File: config.mk
export PLATFORM = sky130hd
export DESIGN_NAME = audio_capture_dma
export DESIGN_NICKNAME = d
export VERILOG_FILES = /design/src/rtl/capture_pkg.sv /design/src/rtl/rate_timer.sv /design/src/rtl/sample_pipe.sv /design/src/rtl/irq_ctrl.sv /design/src/rtl/audio_capture_dma.sv
export SDC_FILE = /design/constraint.sdc
export NUM_CORES = 1
export LEC_CHECK = 0
export BUFFER_PORTS_ARGS = -buffer_cell sky130_fd_sc_hd__buf_2
export CORE_ASPECT_RATIO = 1.25
export CORE_MARGIN = 5
export CORE_UTILIZATION = 64
export CTS_CLUSTER_DIAMETER = 40
export CTS_CLUSTER_SIZE = 24
export DETAILED_ROUTE_END_ITERATION = 12
export GPL_ROUTABILITY_DRIVEN = 0
export PLACE_DENSITY = 0.83
export SLEW_MARGIN = 20
export SYNTH_ARGS = -nofsm -noshare
export SYNTH_HDL_FRONTEND = slang
export SYNTH_SLANG_ARGS = --single-unit
File: constraint.sdc
create_clock -name clk -period 2.2 [get_ports clk]
set_input_delay 0.11 -clock clk [delete_from_list [all_inputs] [get_ports clk]]
set_output_delay 0.11 -clock clk [all_outputs]
set_load 0.02 [all_outputs]
File: src/rtl/capture_pkg.sv
package capture_pkg;

  localparam int SAMPLE_W = 12;
  localparam int IRQ_W    = 3;
  localparam int IRQ_RX   = 0;
  localparam int IRQ_LOST = 1;
  localparam int IRQ_PAGE = 2;

  // sample rate in samples/s for a rate code; unused codes fall to the lowest rate
  function automatic int unsigned rate_hz(logic [2:0] code);
    case (code)
      3'd0:    return 44100;
      3'd1:    return 22050;
      3'd2:    return 11025;
      default: return 8000;
    endcase
  endfunction

  // clock cycles per sample period, never below 2
  function automatic int unsigned period_cycles(int unsigned clk_hz, logic [2:0] code);
    int unsigned p;
    p = clk_hz / rate_hz(code);
    return (p < 2) ? 2 : p;
  endfunction

  // reference settling interval in clock cycles, at least 1
  function automatic int unsigned settle_cycles(int unsigned clk_hz, int unsigned settle_ns);
    longint unsigned c;
    c = (longint'(clk_hz) * longint'(settle_ns)) / 64'd1_000_000_000;
    return (c < 1) ? 1 : int'(c);
  endfunction

endpackage

File: src/rtl/rate_timer.sv
module rate_timer
  import capture_pkg::*;
#(
  parameter int unsigned CLK_HZ     = 1_000_000,
  parameter int unsigned SETTLE_CYC = 5,
  parameter int          CNT_W      = 8
) (
  input  logic       clk,
  input  logic       rst_n,
  input  logic       vref_on,
  input  logic       run_req,
  input  logic [2:0] rate_code,
  output logic       settled,
  output logic       tick
);

  localparam int SW = $clog2(SETTLE_CYC + 1);

  logic [SW-1:0]    settle_cnt;
  logic [CNT_W-1:0] per_cnt;
  logic [CNT_W-1:0] div_w;
  logic             run;

  assign div_w   = CNT_W'(period_cycles(CLK_HZ, rate_code));
  assign settled = (settle_cnt == SW'(SETTLE_CYC));
  assign run     = run_req && settled;
  assign tick    = run && (per_cnt >= div_w - CNT_W'(1));

  always_ff @(posedge clk or negedge rst_n) begin
    if (!rst_n) begin
      settle_cnt <= '0;
    end else if (!vref_on) begin
      settle_cnt <= '0;
    end else if (!settled) begin
      settle_cnt <= settle_cnt + SW'(1);
    end
  end

  always_ff @(posedge clk or negedge rst_n) begin
    if (!rst_n) begin
      per_cnt <= '0;
    end else if (!run || tick) begin
      per_cnt <= '0;
    end else begin
      per_cnt <= per_cnt + CNT_W'(1);
    end
  end

endmodule

File: src/rtl/sample_pipe.sv
module sample_pipe
  import capture_pkg::*;
(
  input  logic                clk,
  input  logic                rst_n,
  input  logic                en,
  input  logic                tick,
  input  logic                adc_ack,
  input  logic [SAMPLE_W-1:0] adc_data,
  input  logic                dma_ack,
  output logic                hold_valid,
  output logic                stage_valid,
  output logic                dma_req,
  output logic [SAMPLE_W-1:0] dma_data,
  output logic                move_ev,
  output logic                lost_ev
);

  logic [SAMPLE_W-1:0] hold_q;
  logic                take;

  assign take    = en && adc_ack;
  assign move_ev = en && hold_valid && !stage_valid && !dma_req;
  assign lost_ev = tick && hold_valid;

  always_ff @(posedge clk or negedge rst_n) begin
    if (!rst_n) begin
      hold_q     <= '0;
      hold_valid <= 1'b0;
    end else if (!en) begin
      hold_valid <= 1'b0;
    end else if (take) begin
      hold_q     <= adc_data;
      hold_valid <= 1'b1;
    end else if (move_ev) begin
      hold_valid <= 1'b0;
    end
  end

  always_ff @(posedge clk or negedge rst_n) begin
    if (!rst_n) begin
      stage_valid <= 1'b0;
      dma_data    <= '0;
    end else if (!en) begin
      stage_valid <= 1'b0;
    end else if (move_ev) begin
      stage_valid <= 1'b1;
      dma_data    <= hold_q;
    end else if (dma_ack && dma_req) begin
      stage_valid <= 1'b0;
    end
  end

  // the handshake outlives a disable so an accepted request always completes
  always_ff @(posedge clk or negedge rst_n) begin
    if (!rst_n) begin
      dma_req <= 1'b0;
    end else if (move_ev) begin
      dma_req <= 1'b1;
    end else if (dma_ack) begin
      dma_req <= 1'b0;
    end
  end

endmodule

File: src/rtl/irq_ctrl.sv
module irq_ctrl
  import capture_pkg::*;
(
  input  logic             clk,
  input  logic             rst_n,
  input  logic [IRQ_W-1:0] set_ev,
  input  logic [IRQ_W-1:0] clr,
  input  logic [IRQ_W-1:0] en,
  output logic [IRQ_W-1:0] status,
  output logic             irq
);

  always_ff @(posedge clk or negedge rst_n) begin
    if (!rst_n) begin
      status <= '0;
    end else begin
      status <= (status & ~clr) | set_ev;
    end
  end

  assign irq = |(status & en);

endmodule

File: src/rtl/audio_capture_dma.sv
module audio_capture_dma
  import capture_pkg::*;
#(
  parameter int unsigned CLK_HZ    = 1_000_000,
  parameter int unsigned SETTLE_NS = 5000
) (
  input  logic                clk,
  input  logic                rst_n,
  input  logic                capture_en,
  input  logic                vref_on,
  input  logic [2:0]          rate_code,
  output logic                conv_req,
  input  logic                adc_ack,
  input  logic [SAMPLE_W-1:0] adc_data,
  output logic                dma_req,
  input  logic                dma_ack,
  output logic [SAMPLE_W-1:0] dma_data,
  input  logic                page_hit,
  input  logic [IRQ_W-1:0]    irq_en,
  input  logic [IRQ_W-1:0]    irq_clr,
  output logic [IRQ_W-1:0]    irq_status,
  output logic                irq,
  output logic                hold_valid,
  output logic                stage_valid
);

  localparam int unsigned SETTLE_CYC = settle_cycles(CLK_HZ, SETTLE_NS);
  localparam int unsigned MAX_PER    = period_cycles(CLK_HZ, 3'd7);
  localparam int          CNT_W      = $clog2(MAX_PER + 1);

  logic             tick_w;
  logic             settled_w;
  logic             paused_w;
  logic             move_w;
  logic             lost_w;
  logic [IRQ_W-1:0] set_w;

  assign paused_w = irq_status[IRQ_PAGE];

  rate_timer #(
    .CLK_HZ    (CLK_HZ),
    .SETTLE_CYC(SETTLE_CYC),
    .CNT_W     (CNT_W)
  ) u_timer (
    .clk      (clk),
    .rst_n    (rst_n),
    .vref_on  (vref_on),
    .run_req  (capture_en && !paused_w),
    .rate_code(rate_code),
    .settled  (settled_w),
    .tick     (tick_w)
  );

  always_ff @(posedge clk or negedge rst_n) begin
    if (!rst_n) conv_req <= 1'b0;
    else        conv_req <= tick_w;
  end

  sample_pipe u_pipe (
    .clk        (clk),
    .rst_n      (rst_n),
    .en         (capture_en),
    .tick       (tick_w),
    .adc_ack    (adc_ack),
    .adc_data   (adc_data),
    .dma_ack    (dma_ack),
    .hold_valid (hold_valid),
    .stage_valid(stage_valid),
    .dma_req    (dma_req),
    .dma_data   (dma_data),
    .move_ev    (move_w),
    .lost_ev    (lost_w)
  );

  always_comb begin
    set_w           = '0;
    set_w[IRQ_RX]   = move_w;
    set_w[IRQ_LOST] = lost_w;
    set_w[IRQ_PAGE] = page_hit;
  end

  irq_ctrl u_irq (
    .clk   (clk),
    .rst_n (rst_n),
    .set_ev(set_w),
    .clr   (irq_clr),
    .en    (irq_en),
    .status(irq_status),
    .irq   (irq)
  );

endmodule

==> reports/metrics.yaml, run 1 <==
place:
  dp.cells: 1780
  dp_hpwl_um: 31700
  place_ws_ps: -25840
  port_buffers: 47
  dpl-instance-area_um2: 12900
clocking:
  cts_setup_buffers: 89
  cts_sinks: 41
  ctsResizeCount: 155
  cts_hold_buffers: 2
  clk_path_buf_depth: 2
  root_buffer: "clkbuf_16"
  cts_buffers: 5
  h-tree-depth: 2
floorplanning:
  fp.dieW_um: 117
  die_h_um: 144
  initial_utilization_pct: 64.6
  io_pins: 48
  fp-row-count: 49
synth:
  async_flop_share_pct: 100
  synth-compound-area-share_pct: 28.6
  synthTopCellsByCount: "151 x ha_1, 125 x nor2_1, 107 x nand2_1"
  synth_top_family_by_area: "compound AO/OA/AOI/OAI gates"
  ys_seq_area_share_pct: 11.1
  ys_top_cells_by_area: "ha_1 20%, dfrtp_1 11%, nor2_1 5.1%"
  yosysUniqueCellTypes: 98
  yosys-mux-area-fraction_pct: 5.58
  synth_xor_area_share_pct: 7.22
  synth_fa_ha_area_share_pct: 20.5
  syn_avg_cell_area_um2: 7.64
  synth_edf_count: 0
  synth_area_leader_cell: "ha_1"
  synth-simple-area-share_pct: 23.5
  syn_area_um2: 9220
  synth.top_cell.area_share_pct: 20.5
  yosysWarnings: 0
  synthFlopType: "dfrtp_1"
  ys_ff_latch: 41
  synthCells: 1207
  synth.most_common_cell: "ha_1"
run_status:
  status: "aborted with a tool error"
  tool.error: "[ERROR DPL-0038] Utilization greater than 100%, impossible to legalize"
  haltStage: "clock tree synthesis (4_1_cts)"
[metrics by stage]
stage | TNS (ps) | utilization [%]
3_5_place_dp | -232220 | 90.6
2_1_floorplan | -226220 | -
3_3_place_gp | -214580 | 90.6
[logic make-up after synthesis]
kind of cell,Yosys count
and+or+nand+nor,431
muxes,46
buffers and inverters,78
AOI/OAI and AO/OA,382
xor gates and xnor gates,76
DFF,41
adders and majority gates,151
other,2
==> inputs of run 2 (changes only) <==
- CORE_ASPECT_RATIO: 1.25 -> not set
- CORE_UTILIZATION: 64 -> 40
- CTS_CLUSTER_DIAMETER: 40 -> not set
- CTS_CLUSTER_SIZE: 24 -> not set
- PLACE_DENSITY: 0.83 -> not set
- PLACE_DENSITY_LB_ADDON: not set -> 0.15
==> run 2 against run 1 <==
  * The flow now finishes, with violations (setup timing)
  * Area after synthesis unchanged
  * Synthesized cell count did not move
==> reports/metrics.yaml, run 2 <==
critical_path:
  worstPathArrival_ps: 26330
  endpoint_kind: "flip-flop"
  r2r_slack_ps: -10
  reg2reg_depth: 12
  path_class: "in2reg"
  slowest_stage: "or4_4"
  reg2reg_to: "u_timer.per_cnt[5]"
  r2r_start: "u_timer.per_cnt[0]"
  crit_top_cell: "buf_4"
  start_kind: "input port"
  cp.required_ps: 2410
  crit_path_start: "rate_code[0]"
  critPathMaxFanout: 8
  max_stage_delay_ps: 500
grt:
  grt_max_degree: 44
  grt_use_met3_pct: 1.98
  use_met2_pct: 43.6
  use_met1_pct: 34.1
  grt_pass1_vias: 11191
  track_usage_pct: 25.1
  grt_overflow: 0
  gr-max-usage-layer: "met2"
  grt_pass1_wl_um: 55300
  antenna_found_initial: 0
finish:
  antennaDiodeCount: 0
  top_regs: "u_pipe.dma_data (12), u_pipe.hold_q (12), u_timer.per_cnt (7)"
  fin_cells: 2022
  final_common_cell: "buf_4"
  finalNetCount: 1915
  drive_gt1_share_pct: 47.4
  mostFrequentLayoutCells: "487 x buf_4, 115 x ha_1, 95 x nor2_1"
  area.growth.synth_to_final_pct: 64.6
synth:
  ys_seq_area_share_pct: 11.1
  yosysUniqueCellTypes: 98
  synthFlopType: "dfrtp_1"
  yosysWarnings: 0
  ys_ff_latch: 41
  synth_edf_count: 0
  synth_area_leader_cell: "ha_1"
  syn_avg_cell_area_um2: 7.64
  synth.most_common_cell: "ha_1"
  synthCells: 1207
  ys_top_cells_by_area: "ha_1 20%, dfrtp_1 11%, nor2_1 5.1%"
  async_flop_share_pct: 100
  synthTopCellsByCount: "151 x ha_1, 125 x nor2_1, 107 x nand2_1"
  syn_area_um2: 9220
  synth.top_cell.area_share_pct: 20.5
hold_path:
  hold-path-endpoint: "u_irq.status[2]"
  hp-class: "in2reg"
  min_delay_path_depth: 2
  hp-start: "page_hit"
routing:
  vias: 11461
  detail-route-antenna-nets: 0
  vias_per_cell: 5.67
  wl_um: 35400
  first_iter_violations: 731
  wl_per_cell_um: 17.5
  drc_errors: 0
  dr.pass1.iters: 6
place:
  place_ws_ps: -25020
  dp.cells: 1893
  port_buffers: 47
  dp_hpwl_um: 25400
power_and_ir_drop:
  pwr-share-clk_pct: 8.1
  seqPwrFrac_pct: 9.2
  p_sw_mw: 4.41
  p_leak_nw: 7.30
  vdd_ir_drop_max_v: 0.000760
  combPwrFrac_pct: 82.6
  cellPowerDensity_nw_per_um2: 689
  p_total_mw: 10.5
  netSwitchingFraction_pct: 42.2
  intPower_mw: 6.04
clocking:
  root_buffer: "clkbuf_16"
  clock_latency_ps: 280
  clkTransAtPathRegs_ps: 60
  cts_tree: "built"
  h-tree-depth: 2
  clk_path_buf_depth: 2
  cts_buffers: 5
  cts_sinks: 41
sta:
  final.setup_skew_ps: 6.46
  period_share_pct: 1190
  slew_headroom_pct: 41.8
  setup_viol_count_final: 9
  max_freq_mhz: 38.3
  drv_slew: 0
  worstMarginPinSlew_ps: 873
  hold_violations: 0
  hold_slack_ps: 8.64
  rsz0062_at_grt: "true"
  min_period_ps: 26120
  setup_tns_ps: -214880
  timing.final.ws_setup_ps: -23920
floorplanning:
  initial_utilization_pct: 40.7
  fp.dieW_um: 162
  fp-row-count: 55
  dieArea_um2: 26200
  io_pins: 48
  coreArea_um2: 22600
  die_h_um: 162
run_status:
  violations: "setup timing"
  status: "complete, but fails checks"
run:
  maxCapViolCount: 0
run 2: cell counts after synthesis:
No cell type changed its count.
run 2: worst max-delay path by stage:
stage	to	slack [ps]
detailed placement	u_irq.status[1]	-25020
global placement	u_irq.status[1]	-24410
global route	u_timer.per_cnt[5]	-25160
finish	u_timer.per_cnt[5]	-23920
floorplan	u_irq.status[1]	-25200
CTS	u_irq.status[1]	-23860
run 2: layer usage:
layer	part of all wire [%]	vias up
li1	-	5567
met1	44	5423
met2	48	393
met3	5.4	78
met4	2.6	0
met5	0	-
run 2: area by class of cell:
type	instances	area [um2]
Tap cell	285	357
Multi-Input combinational cell	1096	9310
Clock inverter	2	37.5
Clock buffer	6	139
Timing Repair Buffer	552	4150
Fill cell	1747	7460
Inverter	40	159
Sequential cell	41	1030
run 2: power groups by stage:
stage / clock [mW] / combinational [mW] / sequential [mW]
floorplan: 0 / 4.27 / 1.08
global placement: 0 / 6.95 / 0.968
detailed placement: 0 / 7.03 / 0.973
CTS: 0.865 / 7.86 / 0.965
global route: 0.904 / 9.37 / 0.983
finish: 0.850 / 8.64 / 0.965
run 2: worst max-delay path, delay by kind of cell:
kind                       cells  cell delay [ps]
AOI/OAI and AO/OA             64             9810
muxes                          3              950
and+or+nand+nor               47             7090
xor gates and xnor gates       3              410
buffers and inverters         31             4070
adders and majority gates     16             3900
run 2: repair_timing:
action	4_1_cts	5_1_grt
gates resized for setup	79	116
setup endpoints to repair	9	9
endpoints found under the hold margin	42	0
hold buffers	2	0
gates cloned	0	0
pin swaps	108	106
setup buffers	85	36
run 2: kinds of logic (layout without fill, tap and decap cells):
family,count (synthesis),after routing,synth area share (%)
compound gates,382,382,28.6
xor+xnor,76,76,7.22
fa+ha+maj,151,151,20.5
buf+inv,78,600,3.46
flops,41,41,11.1
mux,46,46,5.58
other cells,2,10,0.0814
simple gates,431,431,23.5
run 2: stage by stage:
step / cell area [um2] / util (%)
after floorplan: 9850 / -
after detailed placement: 13100 / 57.8
final: 15200 / 67.0
after global placement: 13100 / 57.8
after global routing: 15200 / 67.0
after CTS: 14300 / 63.1
Power figures use the tool's default switching activity.
